### src/rtl/board_ctrl_regs.sv
module board_ctrl_regs #(
  parameter int DEC_W = 20
) (
  input  logic        clk,
  input  logic        rst_n,
  input  logic [31:0] addr,
  input  logic        wr_en,
  input  logic        rd_en,
  input  logic [31:0] wdata,
  output logic [31:0] rdata,
  output logic        bad_access,
  output logic [7:0]  led,
  output logic [63:0] disp_text,
  output logic [7:0]  gpo,
  output logic        soft_rst_req,
  output logic [1:0]  i2c_oe,
  output logic        i2c_sel,
  output logic        i2c_scl_o,
  output logic        i2c_sda_o,
  input  logic        i2c_sda_i
);
  localparam logic [DEC_W-1:0] OFS_LED   = 'h00108;
  localparam logic [DEC_W-1:0] OFS_SW    = 'h00200;
  localparam logic [DEC_W-1:0] OFS_WORD  = 'h00410;
  localparam logic [DEC_W-1:0] OFS_POS   = 'h00418;
  localparam logic [DEC_W-1:0] OFS_SRST  = 'h00500;
  localparam logic [DEC_W-1:0] OFS_GPO   = 'h00A10;
  localparam logic [DEC_W-1:0] OFS_OE    = 'h00B20;
  localparam logic [DEC_W-1:0] OFS_LINES = 'h00B28;
  localparam logic [DEC_W-1:0] OFS_IN    = 'h00B30;
  localparam logic [DEC_W-1:0] OFS_SEL   = 'h00B38;
  localparam int CHARS = 8;

  logic [DEC_W-1:0] a, pos_off;
  logic [7:0] chr [CHARS];
  logic [7:0] in_q;
  logic [1:0] lines_q;
  logic pos_hit, uart_hit, rd_hit;
  logic [31:0] rd_val;
  logic [2:0] idx;
  logic unused_addr_hi;

  assign a = addr[DEC_W-1:0];
  assign unused_addr_hi = ^addr[31:DEC_W];
  assign pos_off = a - OFS_POS;
  assign pos_hit = (pos_off < DEC_W'(8 * CHARS)) && (pos_off[2:0] == 3'd0);
  assign idx = pos_off[5:3];
  assign uart_hit = (a[DEC_W-1:8] == (DEC_W-8)'('h009));
  assign i2c_scl_o = lines_q[1];
  assign i2c_sda_o = lines_q[0];

  function automatic logic [7:0] hex_chr(input logic [3:0] n);
    return (n < 4'd10) ? 8'h30 + 8'(n) : 8'h37 + 8'(n);
  endfunction

  for (genvar g = 0; g < CHARS; g++) begin : g_text
    assign disp_text[8*g +: 8] = chr[g];
  end

  always_comb begin
    rd_hit = 1'b1;
    rd_val = '0;
    if (pos_hit) rd_val = {24'd0, chr[idx]};
    else if (uart_hit) rd_val = '0;
    else begin
      case (a)
        OFS_LED:   rd_val = {24'd0, led};
        OFS_SW, OFS_WORD, OFS_SRST: rd_val = '0;
        OFS_GPO:   rd_val = {24'd0, gpo};
        OFS_OE:    rd_val = {30'd0, i2c_oe};
        OFS_LINES: rd_val = {30'd0, lines_q};
        OFS_IN:    rd_val = {24'd0, in_q[7:1], i2c_sda_i};
        OFS_SEL:   rd_val = {31'd0, i2c_sel};
        default:   rd_hit = 1'b0;
      endcase
    end
  end

  always_ff @(posedge clk) begin
    if (!rst_n) begin
      for (int i = 0; i < CHARS; i++) chr[i] <= 8'h20;
      led <= '0; gpo <= '0; i2c_oe <= '0; i2c_sel <= 1'b0;
      lines_q <= '0; in_q <= '0;
      soft_rst_req <= 1'b0; bad_access <= 1'b0; rdata <= '0;
    end else begin
      soft_rst_req <= wr_en && (a == OFS_SRST) && (wdata[7:0] == 8'h42);
      bad_access <= rd_en && !rd_hit;
      if (rd_en) rdata <= rd_hit ? rd_val : '0;
      if (wr_en && !uart_hit) begin
        if (pos_hit) chr[idx] <= wdata[7:0];
        case (a)
          OFS_LED:   led <= wdata[7:0];
          OFS_WORD:  for (int i = 0; i < CHARS; i++) chr[i] <= hex_chr(wdata[31-4*i -: 4]);
          OFS_GPO:   gpo <= wdata[7:0];
          OFS_OE:    i2c_oe <= wdata[1:0];
          OFS_LINES: lines_q <= wdata[1:0];
          OFS_IN:    in_q <= wdata[7:0];
          OFS_SEL:   i2c_sel <= wdata[0];
          default: ;
        endcase
      end
    end
  end
endmodule


### config.mk
export PLATFORM = sky130hd
export DESIGN_NAME = board_ctrl_regs
export DESIGN_NICKNAME = d
export VERILOG_FILES = /design/src/rtl/board_ctrl_regs.sv
export SDC_FILE = /design/constraint.sdc
export NUM_CORES = 1
export LEC_CHECK = 0
export BUFFER_PORTS_ARGS = -buffer_cell sky130_fd_sc_hd__buf_2
export CORE_UTILIZATION = 35
export DETAILED_ROUTE_END_ITERATION = 10
export PLACE_DENSITY = 0.62
export SETUP_SLACK_MARGIN = 0.15
export SYNTH_ARGS = -nofsm -noshare
export SYNTH_HDL_FRONTEND = slang
export SYNTH_SLANG_ARGS = --single-unit
### constraint.sdc
create_clock -name clk -period 3.9 [get_ports clk]
set_input_delay 0.195 -clock clk [delete_from_list [all_inputs] [get_ports clk]]
set_output_delay 0.195 -clock clk [all_outputs]
set_load 0.005 [all_outputs]
; Word-level counts from Yosys, hierarchy flattened
; Memories as Yosys holds them, arrays and structs flattened.
; Index checks and enable logic that the tools add are counted.
[totals]
reg_bits = 63
latchBits = 0
ramBits = 64
romBits = 0
wordCells = 106
n_memories = 1
[classes]
add_sub_neg = 17
multipliers = 0
div = 0
order_cmp = 9
n_eq_ne = 11
n_shift = 0
mux = 35
bitwise_logic = 8
reduce_logical = 16
[memory_table]
columns = name, words, width, rd, rd_ports_with_merged_regs, wr, line_no
row1 = chr, 8, 8, 9, 0, 8, 35  ; logic [7:0] chr [CHARS];
[ops]
columns = op, n
row1 = "6-bit by 4-bit adder with 7-bit output, first input constant", 16
row2 = "20-bit by 12-bit == test with 1-bit output, second input constant", 5
row3 = 8-bit 2-to-1 mux, 11
row4 = 7-bit 2-to-1 mux, 8
row5 = 8-bit one-hot mux with 6 select lines, 1
row6 = "20-bit by 11-bit == test with 1-bit output, second input constant", 2
row7 = "4-bit less-than comparator, second input constant", 8
row8 = 32-bit 2-to-1 mux, 1
row9 = "20-bit by 10-bit == test with 1-bit output, second input constant", 1
row10 = "20-bit by 9-bit == test with 1-bit output, second input constant", 1
row11 = "20-bit by 7-bit less-than comparator with 1-bit output, second input constant", 1
row12 = "20-bit by 11-bit subtractor with 20-bit output, second input constant", 1
row13 = 1-bit 2-to-1 mux, 13
row14 = "12-bit by 4-bit == test with 1-bit output, second input constant", 1
row15 = 2-bit AND reduction, 6
row16 = 9-bit OR reduction, 1
row17 = "8-bit by 7-bit == test with 1-bit output, second input constant", 1
row18 = 1-bit OR, 8
row19 = 8-bit OR reduction, 1
row20 = 1-bit logical AND, 5
row21 = 3-bit zero test, 1
row22 = 3-bit 2-to-1 mux, 1
row23 = 1-bit zero test, 2

; Longest topological paths before layout
; Gate-level depths: netlist of the first run.
[logic_depth]
word_depth = 9
ltp_mapped = 9

; Least setup slack after synthesis of the first run
; Ideal clock, no wire load.
[synth_path]
kind = input-to-reg
start = input addr[8]
end = memory chr[0][0] (enable)
setup_ns = 0.384
arrival_time_ns = 2.522
required_ns = 3.516
slack_ns = 0.994
path_stages = 9
path_cell_list = buf_2 nor4_4 nand3b_1 o41ai_2 and4_1 clkbuf_2 nand3_2 clkbuf_1 o21ai_0
[synth_rtl]
columns = element, line_no
row1 = from (decl), 6  ; input logic [31:0] addr,
row2 = to (decl), 35

==> summary.md, run 1 <==
| Metric | Value |
|---|---|
| Status | finished clean |
| Grt met2 use | 0.356 |
| Pwr dens | 342 nW/um^2 |
| Starting Density | 0.357 |
| Gate Count Post-Synth | 666 |
| Hold WC Path Type | in2reg |
| Top post-synthesis cells by area | edfxtp_1 (30%), dfxtp_1 (12%), mux4_2 (6.0%), nand2_1 (4.6%), a21boi_0 (2.8%) |
| Mean post-synth cell area | 9.63 um^2 |
| Initial antenna violation count | 0 |
| # setup viols final | 0 |
| WP data arrival | approximately 3000 ps |
| RSZ-0062 raised after global routing | false |
| Final period util | 0.778 |
| Drt via density | 5.79 |
| Drt first pass iters | 8 |
| CTS resizes | 0 |
| Cell family with most CP delay | simple AND/OR/NAND/NOR gates |
| Synth top area share | 0.300 |
| GRT Overall Usage | 0.228 |
| Yosys cell types | 67 |
| CP Capture Type | flip-flop |
| Switch share | 0.270 |
| Worst R2R Start | chr[1][1]$_DFFE_PP_ |
| Asr flop ratio synth | 0 |
| Post-synth top area cell | edfxtp_1 |
| CTS sink cnt | ~100 |
| Ys flop type | edfxtp_1 |
| Drt wl/cell | ~21 um |
| Kind of critical path | in2reg |
| Row count | 49 |
| Worst Path Max Fanout | 8 |
| Relative max-transition margin | 0.250 |
| Fin Setup TNS | 0 ps |
| Sequential share of power | 0.468 |
| Min Tclk post-route | 3030 ps |
| Global route hottest layer | met2 |
| GRT overflow | 0 |
| #FFs+latches synth | 102 |
| WP buf/inv | 1 |
| H-Tree Depth | 3 |
| Total CTS buffers | 9 |
| Final Hold Vio Count | 0 |
| Synthesis-to-layout area growth | 18.7% |
| CORE AREA | 18000 um^2 |
| Start point of the critical path | addr[16] |
| Share of post-route cells with drive strength above 1 | 0.274 |
| Hold_ws | about 230 ps |
| Clock power share | 0.378 |
| Post-CTS setup buffer count | 0 |
| Die Y | 137 um |
| Cell Area, Synth | 6410 um^2 |
| Detailed Place HPWL | roughly 16000 um |
| Peak VDD IR | 248 uV |
| Clk_skew | 11.1 ps |
| Gp weighted congestion | 0.882 |
| Port-buffer cells | 151 |
| I/O pins | approximately 190 |
| Final Slew Violations | 0 |
| P_int | around 0.0019 W |
| Root buffer selected by CTS | clkbuf_16 |
| Met3 Usage GRT | 0.0438 |
| CTS tree | done |
| Met1 Use GR | 0.319 |
| Reg clk slew, reported paths | about 70 ps |
| First-pass GRT wire length | 31500 um |
| CP Data Required Time | 3900 ps |
| Largest net degree at the start of global routing | 52 |
| Initial DRC Count | roughly 600 |
| Crit path cell chain | buf_2, nor4_2, nand2_1, nor4_1, a21boi_0, nand2b_1 |
| Slowest stage delay, CP | 680 ps |
| Number of synthesized flops with an enable pin | 64 |
| Vias in the first global route | about 5500 |
| Clk Latency, worst-skew pair | around 360 ps |
| Pleak | between 2 and 3 nW |
| Comb power frac | 0.154 |
| Net count, final | 879 |
| DIE AREA | 18900 um^2 |
| Die X-Extent | between 100 and 150 um |
| Routed vias | 5976 |
| Antenna cells | 0 |
| Post-CTS Hold Buffers | 0 |
| Drt total wl | 21600 um |
| Final ANT Viol Nets | 0 |
| Tightest Pin Transition | 1120 ps |
| Synthesis Warnings | 0 |
| Seq/Total Area, Yosys | 0.418 |
| Worst Min Path Start | wdata[23] |
| Critical-path cell with the highest stage delay | nor4_1 |
| Remaining DRCs | 0 |
| Tot Pwr | around 0.0026 W |
| Switching power | 0.000703 W |
| Critical path startpoint category | input pin |
| Max-Cap Viols | 0 |
| Peak Freq | roughly 330 MHz |
| CTS max path bufs | 2 |
-- tightest hold or removal path, stage by stage --
cell and delay, ps:
buf_2 130, nand3_1 80, o31ai_1 70
-- cells by family (layout without fill, tap and decap cells) --
kind of cell	Yosys count	after routing	synth area share
AND/OR/NAND/NOR	243	243	0.203
AO/OA/AOI/OAI	169	169	0.180
flip-flops	102	102	0.418
buffers and inverters	93	207	0.0706
multiplexers	37	37	0.0925
adder cells (fa/ha/maj)	11	11	0.0215
XOR/XNOR	10	10	0.0137
other	1	24	0.000585
-- sequential cells by signal (all words and copies together) (netlist names) --
name,flops
in_q,7
i2c_sel,1
soft_rst_req,1
i2c_oe,2
gpo,8
bad_access,1
chr,64
lines_q,2
led,8
rdata,8
-- Yosys cell counts (all sizes together), types with 5 or more instances --
cell / count
mux4: 17
and2: 6
a31oi: 13
nor2: 31
mux2: 8
nor3: 25
a22o: 13
clkbuf: 32
xnor2: 9
a221oi: 6
nand2b: 5
a21boi: 24
or4: 7
o22ai: 8
o21ai: 33
nand4: 13
ha: 11
o32ai: 7
nor2b: 12
nand2: 78
a21oi: 30
dfxtp: 38
buf: 34
o31ai: 8
mux2i: 12
edfxtp: 64
inv: 26
nand3: 35
nor4: 14
-- through the flow --
step	setup WS (ps)	area [um^2]	cells	util
final	867	7620	1032	0.424
after global routing	700	7620	1032	0.424
after CTS	960	7620	1032	0.424
after detailed placement	577	7300	1017	0.407
after global placement	689	7300	1017	0.407
after floorplan	994	6500	689	-
-- power groups by stage --
stage          Combinational [W]  Sequential, W  Clock, W
6_report                0.000402        0.00122  0.000984
5_1_grt                 0.000437        0.00122   0.00102
4_1_cts                 0.000397        0.00122  0.000981
3_5_place_dp            0.000395        0.00124         0
3_3_place_gp            0.000392        0.00124         0
2_1_floorplan           0.000239        0.00123         0
-- final cells by class --
class | instances | area [um^2]
well taps | 229 | 287
clock buffers | 10 | 229
repair buffers | 165 | 861
multi-input cells | 494 | 3370
clock inverters | 5 | 83.8
fillers | 1770 | 10300
flip-flops and latches | 102 | 2680
inverters | 27 | 101
-- layer usage --
| layer | vias up | part of all wire |
|---|---|---|
| met1 | 2871 | 0.42 |
| li1 | 2740 | - |
| met4 | 0 | 0.019 |
| met5 | - | 0 |
| met2 | 336 | 0.46 |
| met3 | 29 | 0.099 |
-- layout by cell type, fill, tap and decap left out, types with 7 or more instances in the layout --
master and instances:
buf_2 151, nand2_1 78, edfxtp_1 64, dfxtp_1 38, nand3_1 33, o21ai_0 32, nor2_1 31, a21oi_1 30
inv_1 26, a21boi_0 24, conb_1 24, nor3_1 22, mux4_2 17, buf_4 14, a31oi_1 13, nand4_1 13
a22o_1 13, nor2b_1 12, mux2i_1 12, ha_1 11, clkbuf_16 9, xnor2_1 8, mux2_2 8, o31ai_1 8
o22ai_1 8, o32ai_1 7, nor4_1 7
-- path summary, 6_finish.rpt --
check | to | slack, ps | cells past startpoint
setup / recovery | chr[3][7]$_SDFFCE_PN0P_ | 870 | 6
hold / removal | chr[2][3]$_DFFE_PP_ | 230 | 3
setup reg to reg | rdata[1]$_SDFFE_PN0P_ | 2310 | 4
hold reg to reg | in_q[3]$_SDFFE_PN0P_ | 470 | 2
Power figures use the tool's default switching activity.
==> run 2: changes to the inputs <==
--- a/config.mk
+++ b/config.mk
@@ -8,7 +8,7 @@
 export BUFFER_PORTS_ARGS = -buffer_cell sky130_fd_sc_hd__buf_2
 export CORE_UTILIZATION = 35
 export DETAILED_ROUTE_END_ITERATION = 10
-export PLACE_DENSITY = 0.62
+export PLACE_DENSITY = 0.64
 export SETUP_SLACK_MARGIN = 0.15
 export SYNTH_ARGS = -nofsm -noshare
 export SYNTH_HDL_FRONTEND = slang
==> constraint.sdc (replaced) <==
create_clock -name clk -period 2.6 [get_ports clk]
set_input_delay 0.13 -clock clk [delete_from_list [all_inputs] [get_ports clk]]
set_output_delay 0.13 -clock clk [all_outputs]
set_load 0.005 [all_outputs]
==> run 2 against run 1 <==
Non-clock buffer count up 42. Cell count up 4.2%. Critical path type unchanged. Critical endpoint is now chr[5][5]$_DFFE_PP_. Highest routed layer unchanged. Sequential power up 50%. Combinational power up 58%. Worst setup slack worse by 470 ps.
==> summary.md, run 2 (synthesized netlist as in run 1, its figures left out) <==
| Metric | Value |
|---|---|
| Most flops, register | chr |
| Kind of critical path | in2reg |
| Final Instance Area | 7940 um^2 |
| Total CTS buffers | 9 |
| Clk_skew | 10.2 ps |
| Post-CTS Hold Buffers | 0 |
| CP Data Required Time | between 2000 and 3000 ps |
| Hold WC Path Type | in2reg |
| CTS tree | done |
| Relative max-transition margin | 0.588 |
| I/O pins | roughly 190 |
| Port-buffer cells | ~150 |
| # setup viols final | 0 |
| Final Slew Violations | 0 |
| H-Tree Depth | 3 |
| First-pass GRT wire length | 31300 um |
| Antenna cells | 0 |
| Final ANT Viol Nets | 0 |
| Root buffer selected by CTS | clkbuf_16 |
| Row count | 49 |
| Peak VDD IR | 299 uV |
| Drt first pass iters | 7 |
| Net count, final | 921 |
| Routed vias | 6036 |
| Critical path startpoint category | input pin |
| Finished Layout Cells | 1075 |
| Status | finished clean |
| RSZ-0062 raised after global routing | false |
| DIE AREA | 18900 um^2 |
| GRT Overall Usage | 0.224 |
| Fin Setup TNS | 0 ps |
| Pre-CTS WS | 76.3 ps |
| Fill cell count | between 1500 and 2000 |
| Peak Freq | 454 MHz |
| Final period util | 0.848 |
| Largest net degree at the start of global routing | slightly above 50 |
| Post-CTS setup buffer count | 0 |
| Worst setup margin | around 400 ps |
| Initial antenna violation count | 0 |
| CTS max path bufs | 2 |
| CTS resizes | 0 |
| Gp weighted congestion | 0.870 |
| Remaining DRCs | 0 |
| Reg clk slew, reported paths | 70 ps |
| Area after DPL | roughly 7700 um^2 |
| Max-Cap Viols | 0 |
| Pleak | 3.13 nW |
| CTS sink cnt | just over 100 |
| Commonest cells after routing, fill and taps aside | buf_2 (151), nand2_1 (78), edfxtp_1 (64) |
| Vias in the first global route | ~5500 |
| Placed instance count | 1059 |
| Die Y | roughly 140 um |
| Final Hold Vio Count | 0 |
| WP data arrival | 2310 ps |
| Drt via density | 5.61 |
| Initial DRC Count | 586 |
| Die X-Extent | 137 um |
| Worst Path Max Fanout | 6 |
| Most common cell after layout, fill and taps aside | buf_2 |
| Tightest Pin Transition | 617 ps |
| Min Tclk post-route | 2200 ps |
| CP Capture Type | flip-flop |
| Starting Density | 0.357 |
| Drt wl/cell | slightly below 20 um |
| Detailed Place HPWL | about 16000 um |
| GRT overflow | 0 |
| Max reg flops | 64 |
| CORE AREA | 18000 um^2 |
| Drt total wl | 21300 um |
| Share of post-route cells with drive strength above 1 | 0.313 |
| Pwr dens | 472 nW/um^2 |
| Synthesis-to-layout area growth | 23.7% |
| Clk Latency, worst-skew pair | about 350 ps |
-- run 2: cell type report --
type / instances / area (um^2) / share of cell area
Tap cell: 229 / 287 / 0.0361
Clock buffer: 10 / 229 / 0.0289
Inverter: 27 / 101 / 0.0128
Clock inverter: 6 / 45.0 / 0.00568
Timing Repair Buffer: 207 / 1200 / 0.151
Multi-Input combinational cell: 494 / 3390 / 0.427
Sequential cell: 102 / 2680 / 0.338
-- run 2: final timing paths --
check | start | end | slack [ps] | depth (start not counted)
setup / recovery | addr[9] | chr[5][5]$_DFFE_PP_ | 400 | 8
hold / removal | wdata[7] | in_q[7]$_SDFFE_PN0P_ | 160 | 3
setup reg to reg | chr[1][1]$_DFFE_PP_ | rdata[1]$_SDFFE_PN0P_ | 970 | 4
hold reg to reg | in_q[7]$_SDFFE_PN0P_ | in_q[7]$_SDFFE_PN0P_ | 470 | 2
-- run 2: report_power, final --
group          leakage [nW]  internal [W]  switching [W]
Sequential            0.920       0.00178      0.0000511
Clock                 0.127      0.000656       0.000622
Combinational          2.08      0.000259       0.000377
Total                  3.13       0.00269        0.00105
-- run 2: layer usage --
layer	wire length [um]	part of all wire	global-route usage
met1	9350	0.44	0.318
met2	9660	0.45	0.346
met3	1830	0.086	0.0430
met4	432	0.020	0.0641
met5	0	0	0
-- run 2: metrics by stage --
stage	total power [W]	util	hold slack [ps]
3_3_place_gp	0.00249	0.427	453
2_1_floorplan	0.00221	-	339
3_5_place_dp	0.00249	0.427	463
6_report	0.00374	0.442	165
4_1_cts	0.00374	0.442	162
5_1_grt	0.00386	0.442	194
-- run 2: worst max-delay path, stage by stage --
cell and delay, ps:
buf_2 120, nor4_4 350, nand3b_1 170, o41ai_2 350, nand4_1 210, or4_1 570
buf_4 200, o22a_1 190
==> run 3: changes to the inputs <==
==> constraint.sdc (replaced) <==
create_clock -name clk -period 2 [get_ports clk]
set_input_delay 0.1 -clock clk [delete_from_list [all_inputs] [get_ports clk]]
set_output_delay 0.1 -clock clk [all_outputs]
set_load 0.005 [all_outputs]
==> run 3 against run 2 <==
Via count is 6.8% higher. Utilization is 5.8 points higher. Cell count is 6.0% higher. Wire length is 9.6% higher. Global-route usage is 2.0 points higher. Clock skew hardly changed. Non-clock buffer count is 63 higher. Register-to-register slack worse by 570 ps. Clock power is 41% higher. Cell area is 13% higher. Sequential power is 31% higher. Worst setup slack worse by 300 ps.
==> summary.md, run 3 (synthesized netlist as in run 1, its figures left out) <==
| Metric | Value |
|---|---|
| Starting Density | 0.357 |
| Tot Pwr | 0.00517 W |
| GRT overflow | 0 |
| Worst setup margin | 97.7 ps |
| Drt total wl | approximately 23000 um |
| DIE AREA | 18900 um^2 |
| Hold WC Path Type | in2reg |
| Total CTS buffers | 9 |
| First-pass GRT wire length | 33900 um |
| Met1 Use GR | 0.333 |
| Clk_skew | 9.78 ps |
| Status | finished clean |
| Most flops, register | chr |
| Worst Path Max Fanout | 4 |
| Post-CTS Hold Buffers | 0 |
| Critical path startpoint category | input pin |
| Drt via density | about 5.7 |
| Final ANT Viol Nets | 0 |
| Pre-CTS WS | -410 ps |
| Remaining DRCs | 0 |
| Vias in the first global route | 5960 |
| Final Hold Vio Count | 0 |
| Synthesis-to-layout area growth | 39.8% |
| Drt wl/cell | 20.5 um |
| Final period util | 0.951 |
| Kind of critical path | in2reg |
| Gp weighted congestion | 0.886 |
| Pwr dens | 577 nW/um^2 |
| Commonest cells after routing, fill and taps aside | buf_2 (146), buf_4 (101), nand2_1 (75) |
| Clk Latency, worst-skew pair | 350 ps |
| Peak Freq | 526 MHz |
| Final Slew Violations | 0 |
| CTS tree | done |
| Min Tclk post-route | 1900 ps |
| Worst R2R Setup Slack | 400 ps |
| RSZ-0062 raised after global routing | true |
| GRT Overall Usage | 0.244 |
| Detailed Place HPWL | 17800 um |
| CTS max path bufs | 2 |
| Max-Cap Viols | 0 |
| CP Capture Type | flip-flop |
| Pleak | between 3 and 4 nW |
| Antenna cells | 0 |
| Met3 Usage GRT | 0.0438 |
| Initial DRC Count | around 620 |
| Port-buffer cells | 151 |
| Net count, final | 985 |
| Share of post-route cells with drive strength above 1 | 0.414 |
| Drt first pass iters | 5 |
| WP data arrival | 2010 ps |
| Peak VDD IR | 420 uV |
| Global route hottest layer | met2 |
| Largest net degree at the start of global routing | 30 |
| Die Y | 137 um |
| CP Data Required Time | 2100 ps |
| Most common cell after layout, fill and taps aside | buf_2 |
| Grt met2 use | 0.382 |
| H-Tree Depth | 3 |
| CTS sink cnt | 102 |
| Max reg flops | 64 |
| Row count | slightly below 50 |
| I/O pins | between 150 and 200 |
| Reg clk slew, reported paths | ~70 ps |
| CORE AREA | 18000 um^2 |
| Routed vias | 6449 |
| Initial antenna violation count | 0 |
| # setup viols final | 0 |
| Die X-Extent | 137 um |
| Root buffer selected by CTS | clkbuf_16 |
-- run 3: cell types whose count changed in the layout (fill, tap and decap cells not counted), sizes merged --
cell	change
buf	+61
clkinv	+1
clkbuf	+2
bufinv	+1
clkinvlp	-2
nand3	+1
-- run 3: per-layer routing --
layer  vias up  routed length, um
li1       2959                  -
met1      3112               9910
met2       339              10800
met3        39               2010
met4         0                622
met5         -                  0
-- run 3: worst paths after layout --
kind	depth (start not counted)	from	end
setup / recovery	7	addr[7]	chr[5][5]$_DFFE_PP_
hold / removal	3	wdata[2]	in_q[2]$_SDFFE_PN0P_
setup reg to reg	4	chr[1][4]$_DFFE_PP_	rdata[4]$_SDFFE_PN0P_
hold reg to reg	2	in_q[6]$_SDFFE_PN0P_	in_q[6]$_SDFFE_PN0P_
-- run 3: what timing repair did --
| action | CTS | global route |
|---|---|---|
| gates cloned | 0 | 2 |
| setup endpoints to repair | 94 | 121 |
| gates resized for setup | 13 | 44 |
| setup buffers | 0 | 8 |
| pin swaps | 7 | 12 |
-- run 3: worst max-delay path: stages --
cell,delay [ps]
buf_8,100
nor4_4,300
nand3b_1,190
o41ai_4,320
nand4_1,190
or4_4,580
o22a_1,220
-- run 3: power breakdown --
group | internal (W) | total, W | switching [W]
sequential | 0.00231 | 0.00239 | 0.0000725
clock | 0.000982 | 0.00180 | 0.000823
combinational | 0.000426 | 0.000981 | 0.000555
total | 0.00372 | 0.00517 | 0.00145
-- run 3: cell type report --
cell class                      instances  area (um^2)
Clock inverter                          6         68.8
Clock buffer                           10          229
Sequential cell                       102         2680
Timing Repair Buffer                  270         1820
Inverter                               27          101
Fill cell                            1667         8990
Multi-Input combinational cell        495         3780
Tap cell                              229          287
-- run 3: stage by stage --
step,utilization,TNS [ps],instance area [um^2],hold WS [ps],std cells
2_1_floorplan,-,-18880,6780,309,689
3_3_place_gp,0.462,-29240,8310,452,1113
3_5_place_dp,0.462,-34730,8310,457,1113
4_1_cts,0.483,0,8670,95.1,1129
5_1_grt,0.499,0,8970,129,1139
6_report,0.499,0,8970,107,1139
